$ cat src/rtl/stk_pkg.sv
package stk_pkg;
  typedef enum logic [1:0] {
    OP_PUSH    = 2'd0,
    OP_POP     = 2'd1,
    OP_SAVE    = 2'd2,
    OP_RESTORE = 2'd3
  } stk_op_e;

  typedef enum logic [1:0] {
    ST_IDLE,
    ST_WRITE,
    ST_READ,
    ST_TAIL
  } stk_state_e;
endpackage

$ cat src/rtl/stk_ptr.sv
module stk_ptr #(
  parameter int             W    = 8,
  parameter logic [W-1:0]   INIT = 8'hFD
) (
  input  logic         clk,
  input  logic         rst,
  input  logic         inc,
  input  logic         dec,
  output logic [W-1:0] sp
);
  // Wraps modulo 2**W by plain binary arithmetic.
  always_ff @(posedge clk) begin
    if (rst)      sp <= INIT;
    else if (inc) sp <= sp + 1'b1;
    else if (dec) sp <= sp - 1'b1;
  end


  inc_dec_excl_chk: assert property (@(posedge clk) disable iff (rst) !(inc && dec));

  sp_reset_chk: assert property (@(posedge clk) disable iff (rst) $past(rst) |-> (sp == INIT));
endmodule

$ cat src/rtl/stk_seq.sv
module stk_seq
  import stk_pkg::*;
#(
  parameter int                DATA_W = 8,
  parameter int                CTX_N  = 3,
  parameter logic [DATA_W-1:0] PAGE   = 8'h01,
  localparam int               CW     = (CTX_N > 1) ? $clog2(CTX_N) : 1
) (
  input  logic                  clk,
  input  logic                  rst,
  input  logic                  cmd_valid,
  input  stk_op_e               cmd_op,
  input  logic [DATA_W-1:0]     sp,
  output logic                  cmd_ready,
  output logic                  busy,
  output logic                  accept,
  output logic                  sp_inc,
  output logic                  sp_dec,
  output logic [2*DATA_W-1:0]   mem_addr,
  output logic                  mem_we,
  output logic [CW-1:0]         step,
  output logic                  is_ctx,
  output logic                  rd_pend,
  output logic [CW-1:0]         rd_idx,
  output logic                  done,
  output logic                  pop_valid
);
  stk_state_e st;
  logic       is_read;
  logic [CW-1:0] last;

  assign busy      = (st != ST_IDLE);
  assign cmd_ready = !busy;
  assign accept    = cmd_valid && cmd_ready;
  assign last      = is_ctx ? CW'(CTX_N - 1) : '0;
  assign sp_inc    = (st == ST_READ);
  assign sp_dec    = (st == ST_WRITE);
  assign mem_we    = (st == ST_WRITE);
  assign mem_addr  = {PAGE, (st == ST_READ) ? DATA_W'(sp + 1'b1) : sp};
  assign pop_valid = done && is_read && !is_ctx;

  always_ff @(posedge clk) begin
    if (rst) begin
      st      <= ST_IDLE;
      step    <= '0;
      is_ctx  <= 1'b0;
      is_read <= 1'b0;
      rd_pend <= 1'b0;
      rd_idx  <= '0;
      done    <= 1'b0;
    end else begin
      done    <= 1'b0;
      rd_pend <= (st == ST_READ);
      if (st == ST_READ) rd_idx <= step;
      case (st)
        ST_IDLE: if (cmd_valid) begin
          is_ctx  <= (cmd_op == OP_SAVE) || (cmd_op == OP_RESTORE);
          is_read <= (cmd_op == OP_POP)  || (cmd_op == OP_RESTORE);
          step    <= '0;
          st      <= ((cmd_op == OP_POP) || (cmd_op == OP_RESTORE)) ? ST_READ : ST_WRITE;
        end
        ST_WRITE: begin
          if (step == last) begin
            st   <= ST_IDLE;
            done <= 1'b1;
          end else step <= step + 1'b1;
        end
        ST_READ: begin
          if (step == last) st <= ST_TAIL;
          else              step <= step + 1'b1;
        end
        default: begin
          st   <= ST_IDLE;
          done <= 1'b1;
        end
      endcase
    end
  end


  push_dec_chk: assert property (@(posedge clk) disable iff (rst)
    mem_we |=> (sp == DATA_W'($past(sp) - 1'b1)));

  pop_addr_chk: assert property (@(posedge clk) disable iff (rst)
    sp_inc |=> (sp == $past(mem_addr[DATA_W-1:0])));

  done_pulse_chk: assert property (@(posedge clk) disable iff (rst) done |=> !done);

  done_ready_chk: assert property (@(posedge clk) disable iff (rst) done |-> cmd_ready);
endmodule

$ cat src/rtl/stk_ctx_regs.sv
module stk_ctx_regs #(
  parameter int                DATA_W  = 8,
  parameter int                PC_W    = 16,
  parameter int                CTX_N   = 3,
  parameter logic [DATA_W-1:0] ST_INIT = 8'h04,
  parameter int                CLR_BIT = 4,
  parameter int                SET_BIT = 5,
  localparam int               PCB     = PC_W / DATA_W,
  localparam int               CW      = (CTX_N > 1) ? $clog2(CTX_N) : 1
) (
  input  logic              clk,
  input  logic              rst,
  input  logic              accept,
  input  logic [DATA_W-1:0] cmd_data,
  input  logic [PC_W-1:0]   cmd_pc,
  input  logic              status_wr,
  input  logic [DATA_W-1:0] status_wdata,
  input  logic              busy,
  input  logic              is_ctx,
  input  logic [CW-1:0]     step,
  input  logic              rd_pend,
  input  logic [CW-1:0]     rd_idx,
  input  logic [DATA_W-1:0] mem_rdata,
  output logic [DATA_W-1:0] mem_wdata,
  output logic [DATA_W-1:0] status,
  output logic [PC_W-1:0]   pc_out,
  output logic [DATA_W-1:0] pop_data
);
  localparam logic [DATA_W-1:0] CLR_M = DATA_W'(1) << CLR_BIT;
  localparam logic [DATA_W-1:0] SET_M = DATA_W'(1) << SET_BIT;

  logic [DATA_W-1:0] data_q;
  logic [PC_W-1:0]   pc_q;

  // Save order: PC bytes from most significant down, status last.
  always_comb begin
    mem_wdata = data_q;
    if (is_ctx) begin
      mem_wdata = status;
      for (int k = 0; k < PCB; k++)
        if (int'(step) == k) mem_wdata = pc_q[(PCB-1-k)*DATA_W +: DATA_W];
    end
  end

  // Restore order: status first, then PC bytes from least significant up.
  always_ff @(posedge clk) begin
    if (rst) begin
      data_q   <= '0;
      pc_q     <= '0;
      status   <= ST_INIT;
      pc_out   <= '0;
      pop_data <= '0;
    end else begin
      if (accept) begin
        data_q <= cmd_data;
        pc_q   <= cmd_pc;
      end
      if (!busy && status_wr) status <= status_wdata;
      if (rd_pend) begin
        if (!is_ctx) pop_data <= mem_rdata;
        else if (rd_idx == '0) status <= (mem_rdata & ~CLR_M) | SET_M;
        else begin
          for (int k = 1; k <= PCB; k++)
            if (int'(rd_idx) == k) pc_out[(k-1)*DATA_W +: DATA_W] <= mem_rdata;
        end
      end
    end
  end


  restore_mask_chk: assert property (@(posedge clk) disable iff (rst)
    (rd_pend && is_ctx && rd_idx == '0) |=> (!status[CLR_BIT] && status[SET_BIT]));

  status_hold_chk: assert property (@(posedge clk) disable iff (rst)
    (busy && !rd_pend) |=> $stable(status));
endmodule

$ cat src/rtl/stk_ctx_unit.sv
module stk_ctx_unit
  import stk_pkg::*;
#(
  parameter int                DATA_W  = 8,
  parameter int                PC_W    = 16,
  parameter logic [DATA_W-1:0] PAGE    = 8'h01,
  parameter logic [DATA_W-1:0] SP_INIT = 8'hFD,
  parameter logic [DATA_W-1:0] ST_INIT = 8'h04,
  parameter int                CLR_BIT = 4,
  parameter int                SET_BIT = 5,
  localparam int               CTX_N   = PC_W / DATA_W + 1,
  localparam int               CW      = (CTX_N > 1) ? $clog2(CTX_N) : 1,
  localparam int               ADDR_W  = 2 * DATA_W
) (
  input  logic              clk,
  input  logic              rst,
  input  logic              cmd_valid,
  output logic              cmd_ready,
  input  logic [1:0]        cmd_op,
  input  logic [DATA_W-1:0] cmd_data,
  input  logic [PC_W-1:0]   cmd_pc,
  input  logic              status_wr,
  input  logic [DATA_W-1:0] status_wdata,
  output logic              busy,
  output logic              done,
  output logic              pop_valid,
  output logic [DATA_W-1:0] pop_data,
  output logic [PC_W-1:0]   pc_out,
  output logic [DATA_W-1:0] status,
  output logic [DATA_W-1:0] sp,
  output logic [ADDR_W-1:0] mem_addr,
  output logic              mem_we,
  output logic [DATA_W-1:0] mem_wdata,
  input  logic [DATA_W-1:0] mem_rdata
);
  logic          accept, sp_inc, sp_dec, is_ctx, rd_pend;
  logic [CW-1:0] step, rd_idx;

  stk_ptr #(.W(DATA_W), .INIT(SP_INIT)) u_ptr (
    .clk(clk), .rst(rst), .inc(sp_inc), .dec(sp_dec), .sp(sp)
  );

  stk_seq #(.DATA_W(DATA_W), .CTX_N(CTX_N), .PAGE(PAGE)) u_seq (
    .clk(clk), .rst(rst), .cmd_valid(cmd_valid), .cmd_op(stk_op_e'(cmd_op)),
    .sp(sp), .cmd_ready(cmd_ready), .busy(busy), .accept(accept),
    .sp_inc(sp_inc), .sp_dec(sp_dec), .mem_addr(mem_addr), .mem_we(mem_we),
    .step(step), .is_ctx(is_ctx), .rd_pend(rd_pend), .rd_idx(rd_idx),
    .done(done), .pop_valid(pop_valid)
  );

  stk_ctx_regs #(
    .DATA_W(DATA_W), .PC_W(PC_W), .CTX_N(CTX_N), .ST_INIT(ST_INIT),
    .CLR_BIT(CLR_BIT), .SET_BIT(SET_BIT)
  ) u_regs (
    .clk(clk), .rst(rst), .accept(accept), .cmd_data(cmd_data), .cmd_pc(cmd_pc),
    .status_wr(status_wr), .status_wdata(status_wdata), .busy(busy),
    .is_ctx(is_ctx), .step(step), .rd_pend(rd_pend), .rd_idx(rd_idx),
    .mem_rdata(mem_rdata), .mem_wdata(mem_wdata), .status(status),
    .pc_out(pc_out), .pop_data(pop_data)
  );
endmodule

$ cat config.mk
export PLATFORM = sky130hd
export DESIGN_NAME = stk_ctx_unit
export DESIGN_NICKNAME = d
export VERILOG_FILES = /design/src/rtl/stk_pkg.sv /design/src/rtl/stk_ptr.sv /design/src/rtl/stk_seq.sv /design/src/rtl/stk_ctx_regs.sv /design/src/rtl/stk_ctx_unit.sv
export SDC_FILE = /design/constraint.sdc
export NUM_CORES = 1
export LEC_CHECK = 0
export ABC_CLOCK_PERIOD_IN_PS = 2550
export BUFFER_PORTS_ARGS = -buffer_cell sky130_fd_sc_hd__buf_2
export CAP_MARGIN = 0
export CORE_MARGIN = 2
export CORE_UTILIZATION = 50
export CTS_BUF_LIST = sky130_fd_sc_hd__clkbuf_16
export CTS_CLUSTER_DIAMETER = 100
export CTS_CLUSTER_SIZE = 14
export DETAILED_ROUTE_END_ITERATION = 10
export HOLD_SLACK_MARGIN = 0.12
export PLACE_DENSITY_LB_ADDON = 0.1
export SYNTH_ARGS = -nofsm -noshare
export SYNTH_HDL_FRONTEND = slang
export SYNTH_SLANG_ARGS = --single-unit
$ cat constraint.sdc
create_clock -name clk -period 2.55 [get_ports clk]
set_input_delay 0.765 -clock clk [delete_from_list [all_inputs] [get_ports clk]]
set_output_delay 0.765 -clock clk [all_outputs]
set_load 0.02 [all_outputs]
* Word level (Yosys, flattened, before mapping)
Cells that the tools add are included.
Cells by class: add/subtract/negate cells 3, equality and inequality tests 13, muxes and demuxes 21, bitwise logic cells 2, reduce and logical (&&, ||, !) cells 22
Operator list (count):
- two-way mux 8 bit | 10
- two-way mux 2 bit | 7
- == test 2 bit (second input constant) | 6
- adder 8 x 1 -> 8 bit (second input constant) | 1
- AND reduction 4 bit | 2
- subtractor 8 x 1 -> 8 bit (second input constant) | 1
- zero test 2 bit | 3
- one-hot mux 2 bit (3 select lines) | 1
- AND reduction 3 bit | 2
- nonzero test 2 bit | 3
- == test 2 x 1 -> 1 bit (second input constant) | 2
- logical AND 1 bit | 4
- != test 2 x 1 -> 1 bit (second input constant) | 2
- != test 2 bit (second input constant) | 2
- one-hot mux 2 bit (2 select lines) | 1
- AND reduction 2 bit | 2
- OR reduction 2 bit | 2
- adder 2 x 1 -> 2 bit (second input constant) | 1
- == test 2 bit | 1
- zero test 1 bit | 2
- logical OR 1 bit | 2
- inverter 1 bit | 2
- one-hot mux 1 bit (2 select lines) | 1
- two-way mux 1 bit | 1
Word-level totals: flip-flop bits (word level) 74, logic and storage cells 75

* Depth between registers and ports, before layout
depth after elaboration 7, depth in mapped cells 7, depth with buffers taken out 7

* Modules after synthesis
Synthesis repeated with hierarchy kept, for this count alone.
Second synthesis, totals: cells, all modules 410, area, all modules 3682.3 um2
Modules (own cells, without submodules):
- stk_ctx_regs | instances 1, cells an instance 248, area each 2318.5 um2
- stk_seq | instances 1, cells an instance 92, area each 767.0 um2
- stk_ptr | instances 1, cells an instance 70, area each 596.8 um2

* Worst setup path after synthesis
OpenSTA, ideal clock, no wires.
kind flip-flop to output port, from register u_ptr.sp[1], to output mem_addr[6], arrival 1502 ps, data required time 1785 ps, setup slack 283 ps, stages on the path, launching flop included 5, path buffers 0, path through dfxtp_1 > ha_1 > and4_1 > nand3_1 > xnor2_1
Between the ends: word-level cells in the longest chain between the ends 2
RTL lines:
- start: declaration | line stk_ptr.sv:9 | output logic [W-1:0] sp
- start signal: assignment | line stk_ptr.sv:14 | else if (inc) sp <= sp + 1'b1;
- start signal: assignment | line stk_ptr.sv:15 | else if (dec) sp <= sp - 1'b1;
- adder 8 x 1 -> 8 bit | line stk_seq.sv:39 | assign mem_addr = {PAGE, (st == ST_READ) ? DATA_W'(sp + 1'b1) : sp};
- two-way mux 8 bit | line stk_seq.sv:39
- end: declaration | line stk_ctx_unit.sv:31 | output logic [ADDR_W-1:0] mem_addr,
No other way between the ends.

* Worst setup path in the final report
from register u_seq.step[0], to output mem_wdata[2]
Between the ends: word-level cells in the longest chain between the ends 4
RTL lines:
- start: declaration | line stk_seq.sv:21 | output logic [CW-1:0] step,
- start signal: assignment | line stk_seq.sv:66 | end else step <= step + 1'b1;
- start signal: assignment | line stk_seq.sv:70 | else step <= step + 1'b1;
- zero test 2 bit | line stk_ctx_regs.sv:41 | if (int'(step) == k) mem_wdata = pc_q[(PCB-1-k)*DATA_W +: DATA_W];
- two-way mux 8 bit | line stk_ctx_regs.sv:41
- two-way mux 8 bit (*) | line stk_ctx_regs.sv:41
- two-way mux 8 bit (*) | line stk_ctx_regs.sv:38 | if (is_ctx) begin
- end: declaration | line stk_ctx_unit.sv:33 | output logic [DATA_W-1:0] mem_wdata,
Every way passes the cells marked *; elsewhere a longest branch is shown, timed or not.

==> flow_summary_export.csv <==
group,metric,value,unit
outcome,status,"finished clean",
drt,drt_wl_total,9.01,mm
drt,wl_met3,506,µm
critical_path,arrival,1.75,ns
timing,timing.fmax,398,MHz
clocking,clockRootBuffer,"clkbuf_16",
timing,tightestPinTransition,0.583,ns
timing,slew_headroom,61.1,%
critical_path,reg2reg_depth,6,
floorplanning,die_w,87.8,µm
floorplanning,core.rowCount,30,
global_routing,grtUsageTotal,23.4,%
drt,dr_wl_met2,4.33,mm
logic_synthesis,syn_inst,425,
drt,wl_met1,4.09,mm
drt,top_layer,"met4",
logic_synthesis,syn_avg_cell_area,8.27,µm²
timing,fin_crit_sh,98.6,%
critical_path,critPathMaxFanout,8,
global_routing,antenna_found_initial,0,
logic_synthesis,synthFlopType,"dfxtp_1",
placement,io_buffer_count,106,
drt,vias_per_cell,5.18,
drt,ant_nets,0,
critical_path,worstSetupEndpointType,"output pin",
power_and_ir_drop,leakagePower,1.98,nW
logic_synthesis,yosys_warnings,0,
drt,drt-pass1-iter-count,4,
timing,slew_violations,0,
clocking,cts.clk_slew.worst_paths,0.05,ns
critical_path,r2r_end,"u_regs.pc_q[7]",
logic_synthesis,ys_seq_area_share,42.2,%
logic_synthesis,ys_seq_elements,74,
clocking,clkLatencyLatePin,0.32,ns
logic_synthesis,syn_area,3510,µm²
run,maxCapViolations,0,
drt,wire_per_inst,14.4,µm
floorplanning,ios,115,
power_and_ir_drop,peakVddDrop,397,µV
cells_and_area,diodes,0,
logic_synthesis,synth_edf_count,0,
global_routing,grt_pass1_wl,14.0,mm
floorplanning,core_area,6790,µm²
critical_path,r2r_start,"u_seq.st[0]",
clocking,numClockSinks,74,
logic_synthesis,async_reset_ff_share,0,%
floorplanning,die_y,87.8,µm
cells_and_area,syn2layout_area_growth,25.2,%
clocking,cts_hold_buf,0,
placement,hpwl,6.41,mm
floorplanning,start_util,51.7,%
clocking,cts_tree,"done",
critical_path,r2r_slack,0.59,ns
timing,layout_setup_ws,0.0361,ns
clocking,htreeDepth,3,
drt,drt_drc_violations_left,0,
floorplanning,dieArea,7710,µm²
critical_path,criticalPathCategory,"reg -> out",
drt,drt-initial-drc-count,201,
placement,routabilityCongestion,0.811,
timing,setup_viol,0,
timing,hold_violations,0,
drt,num_vias,3244,
worst_hold_path,worstHoldPathCells,2,
cells_and_area,nets,580,
cells_and_area,seq_area,1490,µm²
clocking,ctsLongestPathBuffers,2,
timing,finalClockSkew,0.00354,ns
placement,dp_worst_setup_slack,0.0114,ns
power_and_ir_drop,power,0.00363,W
placement,detailed_place.area,4060,µm²
power_and_ir_drop,power_density,825,nW/µm²
global_routing,grt_max_degree,30,
cells_and_area,multiInputGateArea,1850,µm²
worst_hold_path,min-delay-start,"u_regs.pc_out[0]",
global_routing,first_global_vias,2934,
timing,fin_crit,2.51,ns
cells_and_area,final_area,4400,µm²
worst_hold_path,hp-class,"reg -> reg",
cells_and_area,fillers,599,
logic_synthesis,ys_types,47,
worst_hold_path,min_to,"u_regs.pc_out[0]",
global_routing,overflow,0,
clocking,cts_inserted_buffers,9,
critical_path,worstPathRequired,1.79,ns
timing,rsz0062_at_grt,"yes",
critical_path,critPathLaunchType,"flip-flop",
cells_and_area,drive_gt1_share,29.6,%
## stage by stage
step	std cells	util [%]	hold WS (ns)	TNS, ns
after detailed placement	608	59.7	0.444	0
after CTS	625	64.2	0.452	0
after global placement	608	59.7	0.440	0
after floorplan	431	-	0.434	0
final	626	64.7	0.450	0
after global routing	626	64.7	0.471	-0.0284
## sequential cells by signal (all words and copies together), names as in the netlist
name and flops:
u_regs.pc_q 16, u_seq.st 2, u_seq.is_read 1, u_seq.done 1, u_ptr.sp 8, u_seq.step 2
u_seq.rd_idx 2, u_regs.data_q 8, u_seq.rd_pend 1, u_seq.is_ctx 1, u_regs.pop_data 8, u_regs.status 8
u_regs.pc_out 16
## timing repair
item                       in CTS  in global routing
gates resized for setup         4                 15
pin swaps                       1                  2
setup buffers                   1                  1
setup endpoints to repair       8                 12
## power breakdown
group	switching, W	internal [W]	leakage (nW)
clock	0.000436	0.000737	0.148
sequential	0.000114	0.00128	0.604
combinational	0.000659	0.000404	1.23
total	0.00121	0.00242	1.98
## cell usage after synthesis (2+ instances only)
library cell | number | area [µm²]
nor2_1 | 31 | 116
xnor2_1 | 6 | 52.6
or2_2 | 2 | 12.5
nand4b_1 | 2 | 17.5
nor3b_2 | 2 | 25.0
conb_1 | 2 | 7.51
clkbuf_1 | 10 | 37.5
nor2b_1 | 3 | 18.8
ha_1 | 9 | 113
o2111ai_1 | 2 | 17.5
buf_6 | 2 | 22.5
buf_4 | 10 | 75.1
nand3_1 | 8 | 40.0
a311oi_1 | 5 | 43.8
mux2_2 | 9 | 101
and4_1 | 2 | 17.5
nand2b_1 | 4 | 25.0
and3_1 | 2 | 12.5
buf_2 | 12 | 60.1
o31ai_1 | 2 | 15.0
nand2_1 | 105 | 394
o21ai_0 | 14 | 70.1
inv_1 | 9 | 33.8
mux2i_1 | 23 | 230
a21oi_1 | 50 | 250
xor2_1 | 5 | 43.8
dfxtp_1 | 74 | 1480
## critical path, stage by stage, from the launching register on
cell and delay, ns:
dfxtp_4 0.36, inv_4 0.07, ha_4 0.23, mux2i_1 0.21, o21ai_0 0.11, mux2_2 0.27, buf_2 0.16
## placed cells by master, fill, tap and decap left out, drive strengths merged, types with 2 or more instances in the layout
master	netlist	layout
nor2	32	32
inv	9	12
nand4b	2	2
xor2	5	5
xnor2	7	7
and4	2	2
nand2b	4	4
a21oi	51	51
or2	2	2
nand3	8	8
dfxtp	74	74
clkbuf	10	9
nor3b	3	3
nor2b	3	3
mux2	9	9
nand4	2	2
buf	24	117
a311oi	5	5
o31ai	2	2
and3	2	2
nand2	106	106
o21ai	15	15
conb	2	8
mux2i	23	23
ha	9	9
clkinv	0	3
o2111ai	2	2
## layout make-up
type / count / area share (%)
Clock buffer: 9 / 5.12
Clock inverter: 7 / 1.22
Inverter: 9 / 0.825
Multi-Input combinational cell: 314 / 42.0
Sequential cell: 74 / 33.8
Tap cell: 96 / 2.73
Timing Repair Buffer: 117 / 14.2
## layer usage
layer | up-vias | GRT usage (%)
met5 | - | 0
met4 | 0 | 6.01
met3 | 12 | 7.16
met2 | 93 | 37.7
met1 | 1523 | 30.7
li1 | 1616 | -
## logic make-up after synthesis
group,after synthesis,share of synthesized area [%]
and+or+nand+nor,173,22.2
AOI/OAI and AO/OA,80,12.7
DFF,74,42.2
buffers and inverters,43,6.52
muxes,32,9.44
xor gates and xnor gates,12,3.53
adders and majority gates,9,3.21
other,2,0.214
## how the worst max path moves through the flow
stage	from	end	slack [ns]	cells past startpoint
after CTS	u_seq.st[0]	mem_addr[6]	0.007	6
after detailed placement	u_seq.step[0]	mem_wdata[6]	0.01	6
final	u_seq.step[0]	mem_wdata[2]	0.04	6
after global placement	u_seq.step[0]	mem_wdata[4]	0.08	6
after global routing	u_seq.st[0]	mem_addr[6]	-0.02	6
after floorplan	u_ptr.sp[1]	mem_addr[6]	0.28	4
Note: power is estimated with default switching activity, not from simulation.
